<file path="src/rtl/txf_pkg.sv">
// Shared types for the serial transmit framer.
// Assumes nothing beyond a standard SystemVerilog package scope.
package txf_pkg;

    // Frame phases, in the order they go out on the line.
    typedef enum logic [2:0] {
        PH_IDLE,
        PH_START,
        PH_DATA,
        PH_PARITY,
        PH_STOP
    } phase_t;

    // Format controls captured at frame acceptance.
    typedef struct packed {
        logic [1:0] len_sel;
        logic       par_en;
        logic       par_even;
        logic       stop_long;
    } frame_fmt_t;

endpackage

</file>
<file path="src/rtl/txf_frame_capture.sv">
// Frame capture: registers the byte and the format when a frame is accepted.
// From the held copy it derives the index of the last data bit, the parity
// bit and the length of the stop period in ticks.
// Assumes load_i pulses only while the sequencer is idle, and that
// TICKS_PER_BIT is even so that a half bit is a whole number of ticks.
module txf_frame_capture
    import txf_pkg::*;
#(
    parameter int DATA_W        = 8,
    parameter int TICKS_PER_BIT = 16,
    parameter int CNT_W         = 6,
    parameter int IDX_W         = 3
) (
    input  logic              clk,
    input  logic              rst_n,
    input  logic              load_i,
    input  logic              busy_i,
    input  logic [DATA_W-1:0] data_i,
    input  frame_fmt_t        fmt_i,
    output logic [DATA_W-1:0] data_o,
    output logic [IDX_W-1:0]  last_idx_o,
    output logic              par_en_o,
    output logic              par_bit_o,
    output logic [CNT_W-1:0]  stop_ticks_o
);

    localparam int MIN_LAST = DATA_W - 4;
    localparam int HALF_BIT = TICKS_PER_BIT / 2;

    logic [DATA_W-1:0] data_q;
    frame_fmt_t        fmt_q;
    logic [DATA_W-1:0] used_mask;
    logic              ones_odd;

    // Capture the byte and format on acceptance; hold them for the frame.
    always_ff @(posedge clk) begin
        if (!rst_n) begin
            data_q <= '0;
            fmt_q  <= '0;
        end else if (load_i) begin
            data_q <= data_i;
            fmt_q  <= fmt_i;
        end
    end

    // Index of the final data bit: word length minus one.
    always_comb begin
        last_idx_o = IDX_W'(MIN_LAST) + IDX_W'(fmt_q.len_sel);
    end

    // Mask of the data bits that are actually sent.
    always_comb begin
        for (int i = 0; i < DATA_W; i++) begin
            used_mask[i] = (i <= int'(last_idx_o));
        end
    end

    // Parity over the sent bits only; the sense follows the even select.
    always_comb begin
        ones_odd  = ^(data_q & used_mask);
        par_bit_o = fmt_q.par_even ? ones_odd : ~ones_odd;
    end

    // Stop period length in ticks: one bit, two bits, or 1.5 bits for the shortest word.
    always_comb begin
        if (!fmt_q.stop_long) begin
            stop_ticks_o = CNT_W'(TICKS_PER_BIT);
        end else if (fmt_q.len_sel == 2'b00) begin
            stop_ticks_o = CNT_W'(TICKS_PER_BIT + HALF_BIT);
        end else begin
            stop_ticks_o = CNT_W'(2 * TICKS_PER_BIT);
        end
    end

    assign data_o   = data_q;
    assign par_en_o = fmt_q.par_en;

    // the held copy cannot move while a frame is on the line.
    p_fmt_hold_r9: assert property (@(posedge clk) disable iff (!rst_n)
        (busy_i && !load_i) |=> ($stable(fmt_q) && $stable(data_q)));

endmodule

</file>
<file path="src/rtl/txf_tick_timer.sv">
// Tick timer: counts baud ticks inside the current phase and flags the tick
// that completes the phase.
// Assumes limit_i is at least 1 and stays constant within a phase; the
// counter clears whenever it is not running or a phase completes.
module txf_tick_timer #(
    parameter int CNT_W = 6
) (
    input  logic             clk,
    input  logic             rst_n,
    input  logic             run_i,
    input  logic             tick_i,
    input  logic [CNT_W-1:0] limit_i,
    output logic             done_o
);

    logic [CNT_W-1:0] cnt_q;

    // The phase completes on the tick that brings the count to the limit.
    always_comb begin
        done_o = run_i && tick_i && (cnt_q == limit_i - CNT_W'(1));
    end

    // Count ticks while running; clear when idle and at each phase boundary.
    always_ff @(posedge clk) begin
        if (!rst_n) begin
            cnt_q <= '0;
        end else if (!run_i || done_o) begin
            cnt_q <= '0;
        end else if (tick_i) begin
            cnt_q <= cnt_q + CNT_W'(1);
        end
    end

    // the count stays within the current phase length.
    p_cnt_below_limit_r11: assert property (@(posedge clk) disable iff (!rst_n)
        run_i |-> (cnt_q < limit_i));

    // without a tick, the position inside the phase does not move.
    p_hold_between_ticks_r11: assert property (@(posedge clk) disable iff (!rst_n)
        (run_i && !tick_i) |=> (cnt_q == $past(cnt_q)));

endmodule

</file>
<file path="src/rtl/txf_phase_fsm.sv">
// Phase sequencer: walks start, data, optional parity and stop phases, one
// step per completed phase, and drives the line level for each phase.
// Assumes done_i is a single-cycle flag from the tick timer, and that the
// capture block presents a stable byte and format while busy.
module txf_phase_fsm
    import txf_pkg::*;
#(
    parameter int DATA_W = 8,
    parameter int IDX_W  = 3
) (
    input  logic              clk,
    input  logic              rst_n,
    input  logic              start_i,
    input  logic              done_i,
    input  logic [IDX_W-1:0]  last_idx_i,
    input  logic              par_en_i,
    input  logic              par_bit_i,
    input  logic [DATA_W-1:0] data_i,
    output logic              load_o,
    output logic              busy_o,
    output logic              is_stop_o,
    output logic              txd_o
);

    phase_t           phase_q;
    phase_t           phase_d;
    logic [IDX_W-1:0] idx_q;

    // Accept a request only from idle.
    always_comb begin
        load_o = (phase_q == PH_IDLE) && start_i;
    end

    // Choose the next phase from the current one and the completion flag.
    always_comb begin
        phase_d = phase_q;
        unique case (phase_q)
            PH_IDLE:   if (load_o) phase_d = PH_START;
            PH_START:  if (done_i) phase_d = PH_DATA;
            PH_DATA:   if (done_i && idx_q == last_idx_i)
                           phase_d = par_en_i ? PH_PARITY : PH_STOP;
            PH_PARITY: if (done_i) phase_d = PH_STOP;
            PH_STOP:   if (done_i) phase_d = PH_IDLE;
            default:   phase_d = PH_IDLE;
        endcase
    end

    // Register the phase.
    always_ff @(posedge clk) begin
        if (!rst_n) begin
            phase_q <= PH_IDLE;
        end else begin
            phase_q <= phase_d;
        end
    end

    // Step the data bit index at each completed data bit; restart it per frame.
    always_ff @(posedge clk) begin
        if (!rst_n) begin
            idx_q <= '0;
        end else if (phase_q != PH_DATA) begin
            idx_q <= '0;
        end else if (done_i) begin
            idx_q <= idx_q + IDX_W'(1);
        end
    end

    // Line level per phase: low start, data bit, parity bit, high otherwise.
    always_comb begin
        unique case (phase_q)
            PH_START:  txd_o = 1'b0;
            PH_DATA:   txd_o = data_i[idx_q];
            PH_PARITY: txd_o = par_bit_i;
            default:   txd_o = 1'b1;
        endcase
    end

    assign busy_o    = (phase_q != PH_IDLE);
    assign is_stop_o = (phase_q == PH_STOP);

    // the line rests high whenever no frame is running.
    p_idle_high_r1: assert property (@(posedge clk) disable iff (!rst_n)
        !busy_o |-> txd_o);

    // every frame opens with a low start bit.
    p_start_low_r2: assert property (@(posedge clk) disable iff (!rst_n)
        $rose(busy_o) |-> !txd_o);

    // the frame ends in the cycle after the last stop tick.
    p_release_r10: assert property (@(posedge clk) disable iff (!rst_n)
        (is_stop_o && done_i) |=> !busy_o);

    // a frame in flight is never cut short, whatever tx_start does.
    p_busy_holds_r10: assert property (@(posedge clk) disable iff (!rst_n)
        (busy_o && !(is_stop_o && done_i)) |=> busy_o);

endmodule

</file>
<file path="src/rtl/serial_tx_framer.sv">
// Serial transmit framer top: joins frame capture, tick timer and phase
// sequencer. The tick timer's limit is one bit time, except in the stop
// phase, where it is the captured stop length.
// Assumes baud_tick is one cycle wide at 16x the bit rate, and that the
// inputs are synchronous to clk.
module serial_tx_framer
    import txf_pkg::*;
#(
    parameter int TICKS_PER_BIT = 16
) (
    input  logic       clk,
    input  logic       rst_n,
    input  logic [7:0] tx_data,
    input  logic       tx_start,
    input  logic       baud_tick,
    input  logic [1:0] len_sel,
    input  logic       par_en,
    input  logic       par_even,
    input  logic       stop_long,
    output logic       txd,
    output logic       busy
);

    localparam int DATA_W = 8;
    localparam int IDX_W  = $clog2(DATA_W);
    localparam int CNT_W  = $clog2(2 * TICKS_PER_BIT + 1);

    frame_fmt_t        fmt_in;
    logic              load;
    logic              done;
    logic              is_stop;
    logic [DATA_W-1:0] data_held;
    logic [IDX_W-1:0]  last_idx;
    logic              par_en_held;
    logic              par_bit;
    logic [CNT_W-1:0]  stop_ticks;
    logic [CNT_W-1:0]  phase_limit;

    // Gather the format inputs into one record.
    always_comb begin
        fmt_in = '{len_sel: len_sel, par_en: par_en, par_even: par_even,
                   stop_long: stop_long};
    end

    // One bit time everywhere except the stop period.
    always_comb begin
        phase_limit = is_stop ? stop_ticks : CNT_W'(TICKS_PER_BIT);
    end

    txf_frame_capture #(
        .DATA_W        (DATA_W),
        .TICKS_PER_BIT (TICKS_PER_BIT),
        .CNT_W         (CNT_W),
        .IDX_W         (IDX_W)
    ) u_capture (
        .clk          (clk),
        .rst_n        (rst_n),
        .load_i       (load),
        .busy_i       (busy),
        .data_i       (tx_data),
        .fmt_i        (fmt_in),
        .data_o       (data_held),
        .last_idx_o   (last_idx),
        .par_en_o     (par_en_held),
        .par_bit_o    (par_bit),
        .stop_ticks_o (stop_ticks)
    );

    txf_tick_timer #(
        .CNT_W (CNT_W)
    ) u_timer (
        .clk     (clk),
        .rst_n   (rst_n),
        .run_i   (busy),
        .tick_i  (baud_tick),
        .limit_i (phase_limit),
        .done_o  (done)
    );

    txf_phase_fsm #(
        .DATA_W (DATA_W),
        .IDX_W  (IDX_W)
    ) u_fsm (
        .clk        (clk),
        .rst_n      (rst_n),
        .start_i    (tx_start),
        .done_i     (done),
        .last_idx_i (last_idx),
        .par_en_i   (par_en_held),
        .par_bit_i  (par_bit),
        .data_i     (data_held),
        .load_o     (load),
        .busy_o     (busy),
        .is_stop_o  (is_stop),
        .txd_o      (txd)
    );

endmodule

</file>
<file path="config.mk">
export PLATFORM = sky130hd
export DESIGN_NAME = serial_tx_framer
export DESIGN_NICKNAME = d
export VERILOG_FILES = /design/src/rtl/txf_pkg.sv /design/src/rtl/txf_frame_capture.sv /design/src/rtl/txf_tick_timer.sv /design/src/rtl/txf_phase_fsm.sv /design/src/rtl/serial_tx_framer.sv
export SDC_FILE = /design/constraint.sdc
export NUM_CORES = 1
export LEC_CHECK = 0
export BUFFER_PORTS_ARGS = -buffer_cell sky130_fd_sc_hd__buf_2
export CAP_MARGIN = 20
export CORE_UTILIZATION = 53
export CTS_BUF_LIST = sky130_fd_sc_hd__clkbuf_8
export CTS_CLUSTER_SIZE = 16
export DETAILED_ROUTE_END_ITERATION = 10
export PLACE_DENSITY = 0.77
export SLEW_MARGIN = 15
export SYNTH_ARGS = -nofsm -noshare
export SYNTH_HDL_FRONTEND = slang
export SYNTH_SLANG_ARGS = --single-unit
</file>
<file path="constraint.sdc">
create_clock -name clk -period 2.28 [get_ports clk]
set_input_delay 0.114 -clock clk [delete_from_list [all_inputs] [get_ports clk]]
set_output_delay 0.114 -clock clk [all_outputs]
set_load 0.1 [all_outputs]
</file>
### Word level (Yosys, flattened, before mapping)

Cells that the tools add are included.

* add/sub/neg operators: 4
* $lt $le $gt $ge: 8
* equal/unequal tests: 12
* multiplexer cells: 14
* bitwise gates (word level): 3
* reduce and logical (&&, ||, !) cells: 13

Operators by type and width (number)
* two-way mux 3 bit: 6
* two-way mux 6 bit: 3
* case mux 3 bit (5 select lines): 1
* less-or-equal comparator 3 bit, first input constant: 4
* bitwise AND 8 bit: 1
* inequality test 2 x 1 -> 1 bit, second input constant: 4
* parity 8 bit: 1
* adder 6 x 1 -> 6 bit, second input constant: 1
* == test 3 x 2 -> 1 bit, second input constant: 2
* == test 6 bit: 1
* less-or-equal comparator 2 x 3 -> 1 bit, first input constant: 2
* subtractor 6 x 1 -> 6 bit, second input constant: 1
* AND reduction 5 bit: 1
* logical AND 1 bit: 4
* < comparator 3 x 4 -> 1 bit, second input constant: 1
* OR reduction 2 bit: 2
* adder 3 x 1 -> 3 bit, second input constant: 1
* adder 3 x 2 -> 3 bit, first input constant: 1
* binary-select mux 1 bit (select 3 bit): 1
* == test 3 x 1 -> 1 bit, second input constant: 1
* == test 3 bit: 1
* == test 3 bit, second input constant: 1
* less-or-equal comparator 1 x 3 -> 1 bit, first input constant: 1
* logical NOT 3 bit: 1
* other kinds (9): 11

* bits in registers: 25
* input bits: 17
* word-level logic and storage cells: 62

### Longest topological paths before layout

* depth after elaboration: 10
* gate-level depth with buffers: 9

### Cells and area by module

A second synthesis with hierarchy kept.

* cells, all modules: 166
* area, all modules: 1576.5 sq um

By module, submodules not included
* txf_frame_capture: times used 1, cells an instance 63, area an instance 651.9 sq um, sequential area each 260.2 sq um
* txf_phase_fsm: times used 1, cells an instance 51, area an instance 449.2 sq um, sequential area each 120.1 sq um
* txf_tick_timer: times used 1, cells an instance 46, area an instance 437.9 sq um, sequential area each 120.1 sq um
* serial_tx_framer: times used 1, cells an instance 6, area an instance 37.5 sq um, sequential area each 0.0 sq um

### Worst setup path before layout

No wires, ideal clock.

* kind: flip-flop to flip-flop
* from: register u_fsm.phase_q[0]
* to: register u_fsm.phase_q[0]
* arrival: 2.214 ns
* data required time: 2.157 ns
* setup slack: -0.057 ns
* stages on the path, launching flop included: 10
* buffers on the path: 1
* period minus slack after synthesis: 2.337 ns
* path through: dfxtp_1 > buf_6 > or4_4 > nor2_1 > ha_1 > xnor2_1 > and3_1 > a211o_1 > o2111a_1 > mux2i_1

* word-level cells in the longest chain between the ends: 8
* elaborated cells on any way between the ends: 20

Ends and longest elaborated chain
* start: declaration: line txf_phase_fsm.sv:25 `phase_t phase_q;`
* start signal: assignment: line txf_phase_fsm.sv:53 `phase_q <= phase_d;`
* == test 3 bit: line txf_phase_fsm.sv:37, txf_phase_fsm.sv:79
* two-way mux 6 bit: line serial_tx_framer.sv:47 `phase_limit = is_stop ? stop_ticks : CNT_W'(TICKS_PER_BIT);`
* subtractor 6 x 1 -> 6 bit: line txf_tick_timer.sv:20 `done_o = run_i && tick_i && (cnt_q == limit_i - CNT_W'(1));`
* == test 6 bit: line txf_tick_timer.sv:20
* logical AND 1 bit: line txf_tick_timer.sv:20
* logical AND 1 bit: line txf_phase_fsm.sv:40 `PH_DATA: if (done_i && idx_q == last_idx_i)`
* inequality test 2 x 1 -> 1 bit (no source line)
* AND reduction 5 bit (no source line)

Parallel ways exist; a longest one is shown, timed or not.
A chain may end at the register's enable or synchronous reset.

### Final worst setup path

* from: register u_capture.fmt_q[4] in the netlist's numbering
* to: register u_fsm.phase_q[1]

* word-level cells in the longest chain between the ends: 10
* elaborated cells on any way between the ends: 15

Ends and longest elaborated chain
* start: declaration: line txf_frame_capture.sv:31 `frame_fmt_t fmt_q;`
* start signal: assignment: line txf_frame_capture.sv:42 `fmt_q <= fmt_i;`
* logical NOT 2 bit: line txf_frame_capture.sv:68 `end else if (fmt_q.len_sel == 2'b00) begin`
* two-way mux 6 bit: line txf_frame_capture.sv:68
* two-way mux 6 bit: line txf_frame_capture.sv:66 `if (!fmt_q.stop_long) begin`
* two-way mux 6 bit: line serial_tx_framer.sv:47
* subtractor 6 x 1 -> 6 bit: line txf_tick_timer.sv:20
* == test 6 bit: line txf_tick_timer.sv:20
* logical AND 1 bit: line txf_tick_timer.sv:20
* logical AND 1 bit: line txf_phase_fsm.sv:40
* inequality test 2 x 1 -> 1 bit (no source line)
* AND reduction 5 bit (no source line) *

Every way passes the cells marked *; elsewhere a longest branch is shown, timed or not.

==> impl_metrics.py <==
metrics = {
    "sta": {
        "grt_setup_unrepaired": "true",
        "fin_skew_ps": 9.07,
        "finalCritPeriodShare_pct": 96.8,
        "hold_violations": 0,
        "worst_pin_slew_ps": 483,
        "slew_headroom_pct": 68.0,
        "slew_viol_final": 0,
        "layout_min_cycle_time_ps": 2210,
        "max_freq_mhz": 453,
        "setup-tns-final_ps": 0,
        "report.final.setup_viol": 0,
    },
    "power_and_ir_drop": {
        "power.leakage_nw": 0.627,
        "vdd.ir_drop.worst_mv": 0.641,
        "power-per-cell-area_mw_per_mm2": 908,
    },
    "cells_and_area": {
        "num_antenna_cells": 0,
        "layout.cells.most_common_list": "39 x nand2_1, 23 x dfxtp_1, 17 x buf_2",
        "fin_nets": 212,
        "area_delta_synth_final_pct": 17.9,
        "final_area_mm2": 0.00169,
        "commonest_non_fill_non_tap_cell_in_the_layout": "nand2_1",
        "final_layout_size_suffix_gt1_share_pct": 25.7,
    },
    "synthesis": {
        "ys_ff_latch": 25,
        "synth.area.top_cells": "dfxtp_1 35%, nand2_1 10%, xnor2_1 9.2%",
        "part_of_the_yosys_area_used_for_sequential_elements_pct": 34.9,
        "synth.avg_cell_area_um2": 8.48,
        "synthesis.yosys.warnings": 0,
        "netlist_area_mm2": 0.00143,
        "syn-num-nets": 189,
        "netlist.area_leader.share_pct": 34.9,
        "ys.flop_type": "dfxtp_1",
        "number_of_synthesized_flops_with_an_enable_pin": 0,
        "yosysTopAreaCell": "dfxtp_1",
        "synth-async-reset-ratio_pct": 0,
        "syn_inst": 169,
        "synth_cell_type_count": 40,
    },
    "die": {
        "floorplan.die_area_mm2": 0.00291,
        "die_height_um": 54.0,
        "top_level_ports": 19,
        "num_rows": 18,
        "floorplan.core_area_mm2": 0.00252,
        "floorplan.initialDensity_pct": 56.8,
        "die_w_um": 54.0,
    },
    "global_route": {
        "grt_pass1_wl_mm": 5.02,
        "largest_net_degree_at_the_start_of_global_routing": 20,
        "grt_use_total_pct": 24.7,
        "globalRoute.totalOverflow": 0,
        "grt_pass1_vias": 1205,
        "grt_antenna_before_repair": 0,
    },
    "critical_path": {
        "cp.arrival_ps": 2370,
        "cp_data_required_time_ps": 2440,
        "timing.critical_path.buf_inv": 0,
        "path_class": "reg -> reg",
        "timing.critical_path.cells": "or4_4 -> nor2_4 -> ha_4 -> xnor2_4 -> and3_4 -> a211o_1 -> o2111a_2 -> mux2i_1",
        "worst_setup_path_start_kind": "flop",
        "timing.critical_path.slowest_stage_cell": "or4_4",
        "critPathCaptureType": "flop",
        "crit_path_max_incr_delay_ps": 560,
        "critical_path.max_fanout": 3,
        "cpLargestDelayFamily": "simple AND/OR/NAND/NOR gates",
    },
    "outcome": {
        "run_status": "finished clean",
    },
    "drt": {
        "wl_cell_um": 13.8,
        "remaining_drc_errors": 0,
        "met2_wirelength_mm": 1.63,
        "met3_wirelength_um": 59,
        "detailed_routing_iteration_count_for_the_pre_antenna_repair_pass": 4,
        "drt_wl_total_mm": 3.06,
        "topRoutingLayerUsed": "met4",
        "via_per_inst": 5.53,
        "detail_route.iter0.violations": 28,
        "antenna_left": 0,
        "routed-via-count": 1223,
        "met1Wirelength_mm": 1.29,
    },
    "placement": {
        "placed_cell_area_mm2": 0.00156,
        "dp_hpwl_mm": 2.24,
        "final_weighted_congestion_of_routability_driven_global_placement": 0.829,
        "portBuffers": 18,
    },
    "cts": {
        "cts_hold_buf": 0,
        "clock_pin_transition_on_the_worst_setup_and_hold_timing_paths_ps": 90,
        "htree_num_levels": 1,
        "insertion_delay_of_the_later_clocked_pin_in_the_worst_skew_pair_ps": 280,
        "clkSinkCount": 25,
        "clk_path_buf_depth": 2,
        "tritoncts": "done",
        "cts-buffers-inserted": 3,
        "root_buffer": "clkbuf_8",
    },
    "job": {
        "maxCapViolCount": 0,
    },
    "hold_path": {
        "hp-class": "in -> reg",
    },
}
-- metrics by stage --
step	instances	setup slack (ps)	total power [mW]	hold WS [ps]	util [%]
global route	221	-25.3	1.62	79.4	67.0
floorplan	169	23.0	1.10	259	-
CTS	219	19.5	1.52	71.9	65.5
global placement	214	72.4	1.20	365	62.0
finish	221	73.7	1.53	76.6	67.0
detailed placement	214	-82.2	1.23	373	62.0
-- where the power goes --
| group | switching, mW | internal (mW) |
|---|---|---|
| clock network | 0.150 | 0.124 |
| registers | 0.0479 | 0.494 |
| logic | 0.453 | 0.264 |
| total | 0.651 | 0.882 |
-- worst reg2reg max path, delay by kind of cell (launching register included) --
kind,cells,cell delay (ps)
AO/OA/AOI/OAI,2,440
XOR/XNOR,1,130
adder cells (fa/ha/maj),1,230
flip-flops,1,330
multiplexers,1,130
AND/OR/NAND/NOR,3,850
-- final cells by class --
type                       count  area, um2
inverter                       3       11.3
tap                           30       37.5
clock inverter                 1       7.51
timing repair buffer          27        160
clock buffer                   3       41.3
sequential                    25        503
multi-input combinational    132        928
fill                         226        833
-- registers in the layout, summed over array words and instances, names as in the netlist --
register            count
u_capture.data_o        8
u_capture.fmt_q         4
u_timer.cnt_q           6
u_fsm.idx_q             3
u_capture.par_en_o      1
u_fsm.phase_q           3
-- cell families (layout without fill, tap and decap cells) --
logic type	count (synthesis)	count (layout)	synth area share [%]
simple gates	72	72	22.9
compound gates	29	29	16.8
flops	25	25	34.9
xor+xnor	19	19	11.6
buf+inv	12	34	4.02
mux	9	9	7.16
fa+ha+maj	3	3	2.62
-- metal layers --
metal  up-vias  track usage (%)
li1        616                -
met1       581             27.5
met2        17             45.3
met3         9             3.67
met4         0             12.0
met5         -                0
-- synthesized netlist by cell type (2+ instances only) --
library cell and n:
nand2_1 39, dfxtp_1 25, nor2_1 15, xnor2_1 15, a21boi_0 13, mux2i_1 8
buf_2 4, clkbuf_1 4, xor2_1 4, ha_1 3, inv_1 3, o21ai_0 3
and2_1 2, and3_1 2, nand4_1 2, nor2b_1 2, nor3_1 2
-- path summary, 6_finish.rpt --
check / start / to / slack, ps / cells past startpoint
min reg2reg: u_capture.data_o[7] / u_capture.data_o[7] / 480 / 2
min: tx_data[0] / u_capture.data_o[0] / 80 / 3
max: u_capture.fmt_q[4] / u_fsm.phase_q[1] / 70 / 8
max reg2reg: u_capture.fmt_q[4] / u_fsm.phase_q[1] / 70 / 8
-- repair_timing --
item	in CTS	in global routing
setup buffers	1	2
pin swaps	3	2
cloned	0	0
resized for setup	6	6
endpoints found under the setup margin	2	3
Power figures use the tool's default switching activity.
